[src/rtl/simd_pkg.sv]
package simd_pkg;

  localparam int NUM_HALF = 2;

  typedef enum logic [2:0] {
    OP_H_ADD     = 3'd0,
    OP_H_XSUBADD = 3'd1,
    OP_H_XADDSUB = 3'd2,
    OP_H_SUB     = 3'd3,
    OP_B_ADD     = 3'd4,
    OP_RSV5      = 3'd5,
    OP_RSV6      = 3'd6,
    OP_B_SUB     = 3'd7
  } simd_op_e;

  typedef struct packed {
    logic                valid;
    logic                byte_mode;
    logic                xchg;
    logic [NUM_HALF-1:0] half_sub;
    logic                byte_sub;
  } simd_ctrl_t;

endpackage

[src/rtl/simd_op_decode.sv]
module simd_op_decode
  import simd_pkg::*;
(
  input  logic [2:0]  op,
  output simd_ctrl_t  ctrl
);

  always_comb begin
    ctrl = '0;
    unique case (simd_op_e'(op))
      OP_H_ADD: begin
        ctrl.valid = 1'b1;
      end
      OP_H_XSUBADD: begin
        ctrl.valid    = 1'b1;
        ctrl.xchg     = 1'b1;
        ctrl.half_sub = 2'b01;
      end
      OP_H_XADDSUB: begin
        ctrl.valid    = 1'b1;
        ctrl.xchg     = 1'b1;
        ctrl.half_sub = 2'b10;
      end
      OP_H_SUB: begin
        ctrl.valid    = 1'b1;
        ctrl.half_sub = 2'b11;
      end
      OP_B_ADD: begin
        ctrl.valid     = 1'b1;
        ctrl.byte_mode = 1'b1;
      end
      OP_B_SUB: begin
        ctrl.valid     = 1'b1;
        ctrl.byte_mode = 1'b1;
        ctrl.byte_sub  = 1'b1;
      end
      default: ctrl = '0;
    endcase
  end

endmodule

[src/rtl/simd_half_path.sv]
module simd_half_path
  import simd_pkg::*;
#(
  parameter int DATA_W = 32,
  parameter int LANE_W = 8,
  localparam int HALF_W = DATA_W / NUM_HALF,
  localparam int NUM_BYTE = DATA_W / LANE_W,
  localparam int BYTES_PER_HALF = NUM_BYTE / NUM_HALF
) (
  input  logic [DATA_W-1:0]   a,
  input  logic [DATA_W-1:0]   b,
  input  logic                xchg,
  input  logic [NUM_HALF-1:0] sub,
  output logic [DATA_W-1:0]   res,
  output logic [NUM_BYTE-1:0] ge
);

  for (genvar h = 0; h < NUM_HALF; h++) begin : g_half
    localparam int OPP = NUM_HALF - 1 - h;
    logic [HALF_W-1:0] a_h, b_straight, b_cross, b_sel;
    logic [HALF_W:0]   ea, eb, exact;

    assign a_h        = a[h*HALF_W +: HALF_W];
    assign b_straight = b[h*HALF_W +: HALF_W];
    assign b_cross    = b[OPP*HALF_W +: HALF_W];
    assign b_sel      = xchg ? b_cross : b_straight;

    assign ea = {a_h[HALF_W-1], a_h};
    assign eb = {b_sel[HALF_W-1], b_sel};
    assign exact = sub[h] ? (ea - eb) : (ea + eb);

    assign res[h*HALF_W +: HALF_W] = exact[HALF_W-1:0];
    assign ge[h*BYTES_PER_HALF +: BYTES_PER_HALF] = {BYTES_PER_HALF{~exact[HALF_W]}};
  end

endmodule

[src/rtl/simd_byte_path.sv]
module simd_byte_path #(
  parameter int DATA_W = 32,
  parameter int LANE_W = 8,
  localparam int NUM_BYTE = DATA_W / LANE_W
) (
  input  logic [DATA_W-1:0]   a,
  input  logic [DATA_W-1:0]   b,
  input  logic                sub,
  output logic [DATA_W-1:0]   res,
  output logic [NUM_BYTE-1:0] ge
);

  for (genvar k = 0; k < NUM_BYTE; k++) begin : g_lane
    logic [LANE_W-1:0] a_k, b_k;
    logic [LANE_W:0]   ea, eb, exact;

    assign a_k = a[k*LANE_W +: LANE_W];
    assign b_k = b[k*LANE_W +: LANE_W];
    assign ea  = {a_k[LANE_W-1], a_k};
    assign eb  = {b_k[LANE_W-1], b_k};
    assign exact = sub ? (ea - eb) : (ea + eb);

    assign res[k*LANE_W +: LANE_W] = exact[LANE_W-1:0];
    assign ge[k] = ~exact[LANE_W];
  end

endmodule

[src/rtl/psimd_addsub_unit.sv]
module psimd_addsub_unit
  import simd_pkg::*;
#(
  parameter int DATA_W = 32,
  parameter int LANE_W = 8,
  localparam int NUM_BYTE = DATA_W / LANE_W
) (
  input  logic                clk,
  input  logic                rst,
  input  logic                exec_en,
  input  logic [2:0]          op,
  input  logic [DATA_W-1:0]   opnd_a,
  input  logic [DATA_W-1:0]   opnd_b,
  output logic [DATA_W-1:0]   res_q,
  output logic [NUM_BYTE-1:0] ge_q
);

  simd_ctrl_t          ctrl;
  logic [DATA_W-1:0]   half_res, byte_res, next_res;
  logic [NUM_BYTE-1:0] half_ge, byte_ge, next_ge;

  simd_op_decode u_dec (
    .op   (op),
    .ctrl (ctrl)
  );

  simd_half_path #(.DATA_W(DATA_W), .LANE_W(LANE_W)) u_half (
    .a    (opnd_a),
    .b    (opnd_b),
    .xchg (ctrl.xchg),
    .sub  (ctrl.half_sub),
    .res  (half_res),
    .ge   (half_ge)
  );

  simd_byte_path #(.DATA_W(DATA_W), .LANE_W(LANE_W)) u_byte (
    .a   (opnd_a),
    .b   (opnd_b),
    .sub (ctrl.byte_sub),
    .res (byte_res),
    .ge  (byte_ge)
  );

  assign next_res = ctrl.byte_mode ? byte_res : half_res;
  assign next_ge  = ctrl.byte_mode ? byte_ge  : half_ge;

  always_ff @(posedge clk) begin
    if (rst) begin
      res_q <= '0;
      ge_q  <= '0;
    end else if (exec_en && ctrl.valid) begin
      res_q <= next_res;
      ge_q  <= next_ge;
    end
  end

endmodule

[config.mk]
export PLATFORM = sky130hd
export DESIGN_NAME = psimd_addsub_unit
export DESIGN_NICKNAME = d
export VERILOG_FILES = /design/src/rtl/simd_pkg.sv /design/src/rtl/simd_op_decode.sv /design/src/rtl/simd_half_path.sv /design/src/rtl/simd_byte_path.sv /design/src/rtl/psimd_addsub_unit.sv
export SDC_FILE = /design/constraint.sdc
export NUM_CORES = 1
export LEC_CHECK = 0
export ABC_AREA = 1
export BUFFER_PORTS_ARGS = -buffer_cell sky130_fd_sc_hd__buf_2
export CAP_MARGIN = 10
export CORE_MARGIN = 2
export CORE_UTILIZATION = 55
export CTS_BUF_LIST = sky130_fd_sc_hd__clkbuf_8
export DETAILED_ROUTE_END_ITERATION = 7
export PLACE_DENSITY = 0.78
export RECOVER_POWER = 25
export SYNTH_ARGS = -nofsm -noshare
export SYNTH_HDL_FRONTEND = slang
export SYNTH_SLANG_ARGS = --single-unit
[constraint.sdc]
create_clock -name clk -period 3.35 [get_ports clk]
set_input_delay 0.5025 -clock clk [delete_from_list [all_inputs] [get_ports clk]]
set_output_delay 0.5025 -clock clk [all_outputs]
set_load 0.02 [all_outputs]
==> results of run 1 <==
-- how the worst min path moves through the flow --
| stage | to | slack [ns] | cells after the start |
|---|---|---|---|
| floorplan | res_q[24] | 0.54 | 2 |
| global placement | res_q[25] | 0.46 | 2 |
| detailed placement | res_q[9] | 0.46 | 2 |
| CTS | res_q[9] | 0.47 | 2 |
| global route | res_q[9] | 0.50 | 2 |
| finish | res_q[9] | 0.47 | 2 |
-- metrics by stage --
stage	instances	setup slack [ns]	instance area, um^2
final	1373	0.108	8150
after global routing	1373	-0.115	8150
after CTS	1352	0.0299	7690
after detailed placement	1344	-0.280	7600
after global placement	1344	-0.193	7600
after floorplan	1042	0.243	6390
-- cell type report --
type                       instances  area, um^2
timing repair buffer             211        1380
clock inverter                     2        7.51
clock buffer                       6        82.6
tap                              143         179
fill                            1013        3220
inverter                         144         546
sequential                        36         721
multi-input combinational        831        5240
-- per-layer routing --
metal / share of wire / up-vias
li1: - / 3876
met1: 0.46 / 3491
met2: 0.47 / 242
met3: 0.050 / 32
met4: 0.021 / 0
met5: 0 / -
-- Yosys cell counts --
master / count / area share
o211ai_1: 15 / 0.018
o21ai_1: 6 / 0.0047
inv_2: 5 / 0.0029
or2_1: 2 / 0.0020
nor4_1: 1 / 0.00098
nand4_1: 25 / 0.024
a22o_1: 2 / 0.0027
nand3_2: 1 / 0.0016
o21ai_0: 86 / 0.067
a21oi_1: 115 / 0.090
buf_12: 1 / 0.0031
nand2_4: 1 / 0.0018
a21o_1: 4 / 0.0047
a31o_2: 2 / 0.0027
nor3_1: 14 / 0.011
o31ai_1: 6 / 0.0070
and2_1: 2 / 0.0020
nor2_1: 65 / 0.038
buf_1: 2 / 0.0012
clkbuf_1: 15 / 0.0088
buf_2: 10 / 0.0078
nor3_4: 1 / 0.0025
nor2_4: 1 / 0.0018
or2_2: 9 / 0.0088
ha_1: 70 / 0.14
nand2_1: 219 / 0.13
nor2_2: 3 / 0.0029
xor2_1: 53 / 0.073
o21a_1: 1 / 0.0012
nand3_4: 1 / 0.0027
xnor2_1: 16 / 0.022
a31oi_1: 16 / 0.016
o311ai_0: 2 / 0.0027
a21boi_0: 3 / 0.0035
o21ai_2: 10 / 0.014
dfxtp_1: 36 / 0.11
clkinv_1: 1 / 0.00059
nand3_1: 54 / 0.042
nand3b_1: 4 / 0.0047
nand2_2: 7 / 0.0069
fa_1: 6 / 0.019
o21bai_1: 8 / 0.0094
inv_1: 138 / 0.081
buf_6: 3 / 0.0053
-- what timing repair did --
item,4_1_cts,5_1_grt
setup endpoints to repair,0,16
gates resized for setup,0,79
setup buffers,0,21
hold endpoints to repair,0,0
-- tightest hold or removal path, cell delays in order (launching register included) --
cell	delay, ns
dfxtp_1	0.32
nand2_1	0.06
a21oi_1	0.06
-- flip-flops by register name, summed over array words and instances, names as in the netlist --
signal,cells
ge_q,4
res_q,32
-- cells by family after synthesis --
family	Yosys count	share of synthesized area
adder cells (fa/ha/maj)	76	0.156
buffers and inverters	175	0.111
AND/OR/NAND/NOR	410	0.283
flip-flops	36	0.113
AO/OA/AOI/OAI	276	0.243
XOR/XNOR	69	0.0945
-- power by group through the flow --
stage          Combinational, mW  Sequential [mW]  Clock, mW
2_1_floorplan               1.05            0.559          0
3_3_place_gp                1.62            0.502          0
3_5_place_dp                1.64            0.503          0
4_1_cts                     1.66            0.493      0.350
5_1_grt                     2.04            0.499      0.364
6_report                    1.84            0.494      0.349
==> summary.txt, run 1 <==
Status
  – Status: finished, final reports clean

Drt
  – Final wirelength: 19,800 um
  – Via density: 5.57
  – Initial detailed-routing violation count: 556
  – DRC: 0
  – Post-DR wirelength/cell: 14.4 um
  – Via count: 7,641
  – Routed Antenna Nets: 0
  – 1st-pass router iterations: 5

Placed design
  – DP Wirelength: 14,600 um
  – Final GP Congestion: 0.925
  – I/O Buffers: 105

Worst hold path
  – Hold path startpoint: res_q[9]
  – Hold WC Path Type: reg2reg

Timing
  – Final Hold Viols: 0
  – Period minus WS final: 3.24 ns
  – Fmax: 308 MHz
  – WHS: 0.470 ns
  – Final Cycle Share: 0.968
  – Setup TNS: 0 ns
  – Slew Limit Fails: 0
  – RSZ-0062 raised after global routing: true
  – Final setup violation count: 0
  – Slew @ Worst Pin: 1.26 ns
  – Worst Skew: 0 ns
  – Max-slew headroom: 0.162

Pwr
  – Maximum VDD drop: 0.198 mV
  – Switching power: 1.27 mW
  – Power Internal: 1.41 mW
  – Clock power frac: 0.130
  – Pwr Total: 2.68 mW
  – Sw Ratio: 0.475
  – Sequential share of power: 0.184
  – Comb pwr share: 0.686
  – Cell leakage power: 4.30 nW
  – Cell Pwr Density: 329 nW/um^2

Critical path
  – Worst R2R End: res_q[23]
  – Crit. Startpoint: op[1]
  – CP Capture Type: flip-flop
  – Largest fanout on the critical path: 5
  – Critical Path End: ge_q[2]
  – Critical Path Source Type: input port
  – WS Path Type: in2reg
  – Critical path buffer and inverter count: 7
  – CP cell instances: buf_6, inv_4, nand2_4, nand3_4, buf_12, buf_4, o21ai_4, nand2_2, nor3_4, nand3_2, nand2_1, o21ai_1, xor2_1, inv_1, ha_1, a21oi_2, buf_4, o211ai_1, a21oi_2, inv_1, nand2_1, nand3_1, a21oi_1
  – Worst path top cell family by delay: simple AND/OR/NAND/NOR gates
  – Reg-to-reg setup timing slack: 2.59 ns
  – Crit. path cell count: 23
  – Worst R2R Start: res_q[23]
  – Slowest CP cell: ha_1
  – Data required time of the worst path: 3.60 ns
  – Critical path arrival: 3.49 ns
  – R2r worst-path depth: 3
  – CP max stage delay: 0.31 ns

Global routing
  – Antenna violations before repair: 0
  – Top Usage Layer GRT: met2
  – Met3 GRT Util: 0.0240
  – GRT met1 Usage: 0.405
  – GR Util met2: 0.497
  – Largest net degree at the start of global routing: 60
  – First-pass GRT wire length: 30,900 um
  – Number of global-route vias before repair: 6,751
  – Global Route Usage Sum: 0.295
  – GRT overflow: 0

Cells and area
  – Most common cell after layout, fill and taps aside: nand2_1
  – Antenna fix cells: 0
  – Most frequent cells in the layout: 211 x nand2_1, 138 x inv_1, 99 x buf_4
  – Share of layout cells above drive strength 1: 0.238
  – Layout area overhead: 27.6%
  – Final net count: 1,375
  – Fin util: 0.717

Clock tree
  – CTS HTree Levels: 2
  – CTS root buf: clkbuf_8
  – Clk_lat worst skew: 0.30 ns
  – Hold_buf cts: 0
  – CTS tree: yes
  – Num CTS Buffers: 5
  – Clk buf depth: 2
  – TritonCTS Sinks: 36
  – Clock slew at reported path FFs: 0.08 ns

Logic synthesis
  – Syn Inst Count: 1,042
  – Synthesized flop and latch total: 36
  – Post-Syn Nets: 1,188
  – Synth unique cells: 44
  – Post-Syn Area: 6390 um^2
  – Syn_area_per_cell: 6.13 um^2
  – Seq/Total Area, Yosys: 0.113
  – Warnings, synthesis: 0

Floorplan
  – Core area: 11,400 um^2
  – I/O pins: 106
  – Initial Util: 0.562
  – Row cnt: 39
  – Chip Width: 112 um
  – Die Y: 112 um
  – Die footprint: 12,500 um^2

Run
  – Max_cap viols: 0
Note: power is estimated with default switching activity, not from simulation.
==> inputs of run 2 (changes only) <==
--- a/config.mk
+++ b/config.mk
@@ -13,7 +13,6 @@
 export CTS_BUF_LIST = sky130_fd_sc_hd__clkbuf_8
 export DETAILED_ROUTE_END_ITERATION = 7
 export PLACE_DENSITY = 0.78
-export RECOVER_POWER = 25
 export SYNTH_ARGS = -nofsm -noshare
 export SYNTH_HDL_FRONTEND = slang
 export SYNTH_SLANG_ARGS = --single-unit
==> run 2 against run 1 <==
  * Via count fell by 0.16%
  * Final cell count unchanged
  * Register-to-register slack about the same
  * Hold slack is essentially flat
  * Sequential cell count stayed put
  * Total power hardly changed
  * Count of clock-buffer cells in the layout did not move
==> summary.txt, run 2 (synthesis gave the netlist of run 1 again) <==
Global routing
  – GRT met1 Usage: 0.405
  – GRT overflow: 0
  – Number of global-route vias before repair: 6,751
  – Met3 GRT Util: 0.0240
  – Largest net degree at the start of global routing: 60
  – Antenna violations before repair: 0
  – First-pass GRT wire length: 30,900 um
  – Global Route Usage Sum: 0.295
  – Top Usage Layer GRT: met2
  – GR Util met2: 0.497

Timing
  – Fin worst setup slack: 0.107 ns
  – Slew @ Worst Pin: 1.24 ns
  – Slew Limit Fails: 0
  – Worst Skew: 0 ns
  – RSZ-0062 raised after global routing: true
  – Final setup violation count: 0
  – Final Cycle Share: 0.968
  – Max-slew headroom: 0.173
  – Final Hold Viols: 0
  – Period minus WS final: 3.24 ns
  – Fmax: 308 MHz

Clock tree
  – Hold_buf cts: 0
  – CTS root buf: clkbuf_8
  – CTS tree: yes
  – Clock slew at reported path FFs: 0.08 ns
  – CTS HTree Levels: 2
  – Clk buf depth: 2
  – TritonCTS Sinks: 36
  – Num CTS Buffers: 5
  – Clk_lat worst skew: 0.30 ns

Floorplan
  – Chip Width: 112 um
  – Initial Util: 0.562
  – Core area: 11,400 um^2
  – Die Y: 112 um
  – I/O pins: 106
  – Row cnt: 39
  – Die footprint: 12,500 um^2

Pwr
  – Pwr Total: 2.69 mW
  – Power Internal: 1.41 mW
  – Cell leakage power: 4.36 nW
  – Clock power frac: 0.130
  – Switching power: 1.27 mW
  – Maximum VDD drop: 0.197 mV
  – Sequential share of power: 0.184
  – Comb pwr share: 0.686
  – Cell Pwr Density: 329 nW/um^2
  – Sw Ratio: 0.473

Critical path
  – Critical Path Source Type: input port
  – WS Path Type: in2reg
  – R2r worst-path depth: 3
  – Crit. Startpoint: op[1]
  – Reg-to-reg setup timing slack: 2.59 ns
  – Critical Path End: ge_q[2]
  – Data required time of the worst path: 3.60 ns
  – Worst R2R Start: res_q[23]
  – CP Capture Type: flip-flop
  – Worst R2R End: res_q[23]
  – Critical path arrival: 3.49 ns
  – Largest fanout on the critical path: 5

Placed design
  – Final GP Congestion: 0.925
  – Dpl ws: -0.280 ns
  – DP Wirelength: 14,600 um
  – I/O Buffers: 105

Worst hold path
  – Hold WC Path Type: reg2reg
  – Hold Path Depth: 2

Drt
  – Via count: 7,629
  – Post-DR wirelength/cell: 14.4 um
  – Initial detailed-routing violation count: 533
  – Via density: 5.56
  – 1st-pass router iterations: 8
  – Final wirelength: 19,800 um
  – DRC: 0
  – Routed Antenna Nets: 0

Cells and area
  – Top reg by flops: res_q
  – Fin util: 0.719
  – Share of layout cells above drive strength 1: 0.251
  – Antenna fix cells: 0
  – Most common cell after layout, fill and taps aside: nand2_1
  – Final net count: 1,375
  – Biggest regs: res_q x32, ge_q x4
  – Layout area overhead: 27.9%
  – Max reg flops: 32
  – Most frequent cells in the layout: 211 x nand2_1, 138 x inv_1, 103 x buf_2

Run
  – Max_cap viols: 0

Status
  – Status: finished, final reports clean
-- run 2: cell types whose count changed in the layout (fill, tap and decap cells not counted), sizes merged --
cell	before	now
buf	195	211
clkbuf	22	6
-- run 2: critical path, stage by stage --
cell and delay [ns]:
buf_6 0.10, inv_4 0.04, nand2_4 0.07, nand3_4 0.09
buf_12 0.15, buf_4 0.13, o21ai_4 0.19, nand2_2 0.12
nor3_4 0.26, nand3_2 0.15, nand2_1 0.11, o21ai_1 0.09
xor2_1 0.15, inv_1 0.06, ha_1 0.31, a21oi_2 0.17
buf_4 0.12, o211ai_1 0.09, a21oi_2 0.14, inv_1 0.06
nand2_1 0.06, nand3_1 0.10, a21oi_1 0.21
-- run 2: final cells by class --
class                           count  area, um^2
Fill cell                        1007        3200
Sequential cell                    36         721
Clock inverter                      2        7.51
Multi-Input combinational cell    831        5240
Timing Repair Buffer              211        1400
Tap cell                          143         179
Clock buffer                        6        82.6
Inverter                          144         546
-- run 2: worst min path at each step --
stage                          from   endpoint  slack, ns
after floorplan           res_q[24]  res_q[24]       0.54
after global placement    res_q[25]  res_q[25]       0.46
after detailed placement   res_q[9]   res_q[9]       0.46
after CTS                  res_q[9]   res_q[9]       0.47
after global routing       res_q[9]   res_q[9]       0.50
final                      res_q[9]   res_q[9]       0.47
-- run 2: what timing repair did --
item,4_1_cts,5_1_grt
setup endpoints to repair,0,16
endpoints found under the hold margin,0,0
resized for setup,0,79
setup buffers,0,21
-- run 2: power groups by stage --
stage	Sequential, mW	Combinational [mW]	Clock, mW
after CTS	0.493	1.66	0.350
after global routing	0.498	2.05	0.364
final	0.494	1.84	0.348
after global placement	0.502	1.62	0
after floorplan	0.559	1.05	0
after detailed placement	0.503	1.64	0
-- run 2: through the flow --
step / hold WS [ns] / cell area (um^2) / TNS [ns] / instances
after floorplan: 0.539 / 6390 / 0 / 1042
after global placement: 0.456 / 7600 / -1.29 / 1344
after detailed placement: 0.456 / 7600 / -2.01 / 1344
after CTS: 0.468 / 7690 / 0 / 1352
after global routing: 0.502 / 8170 / -0.602 / 1373
final: 0.470 / 8170 / 0 / 1373
-- run 2: per-layer routing --
layer,up-vias,share of wire
li1,3874,-
met1,3477,0.45
met2,244,0.47
met3,34,0.055
met4,0,0.021
met5,-,0
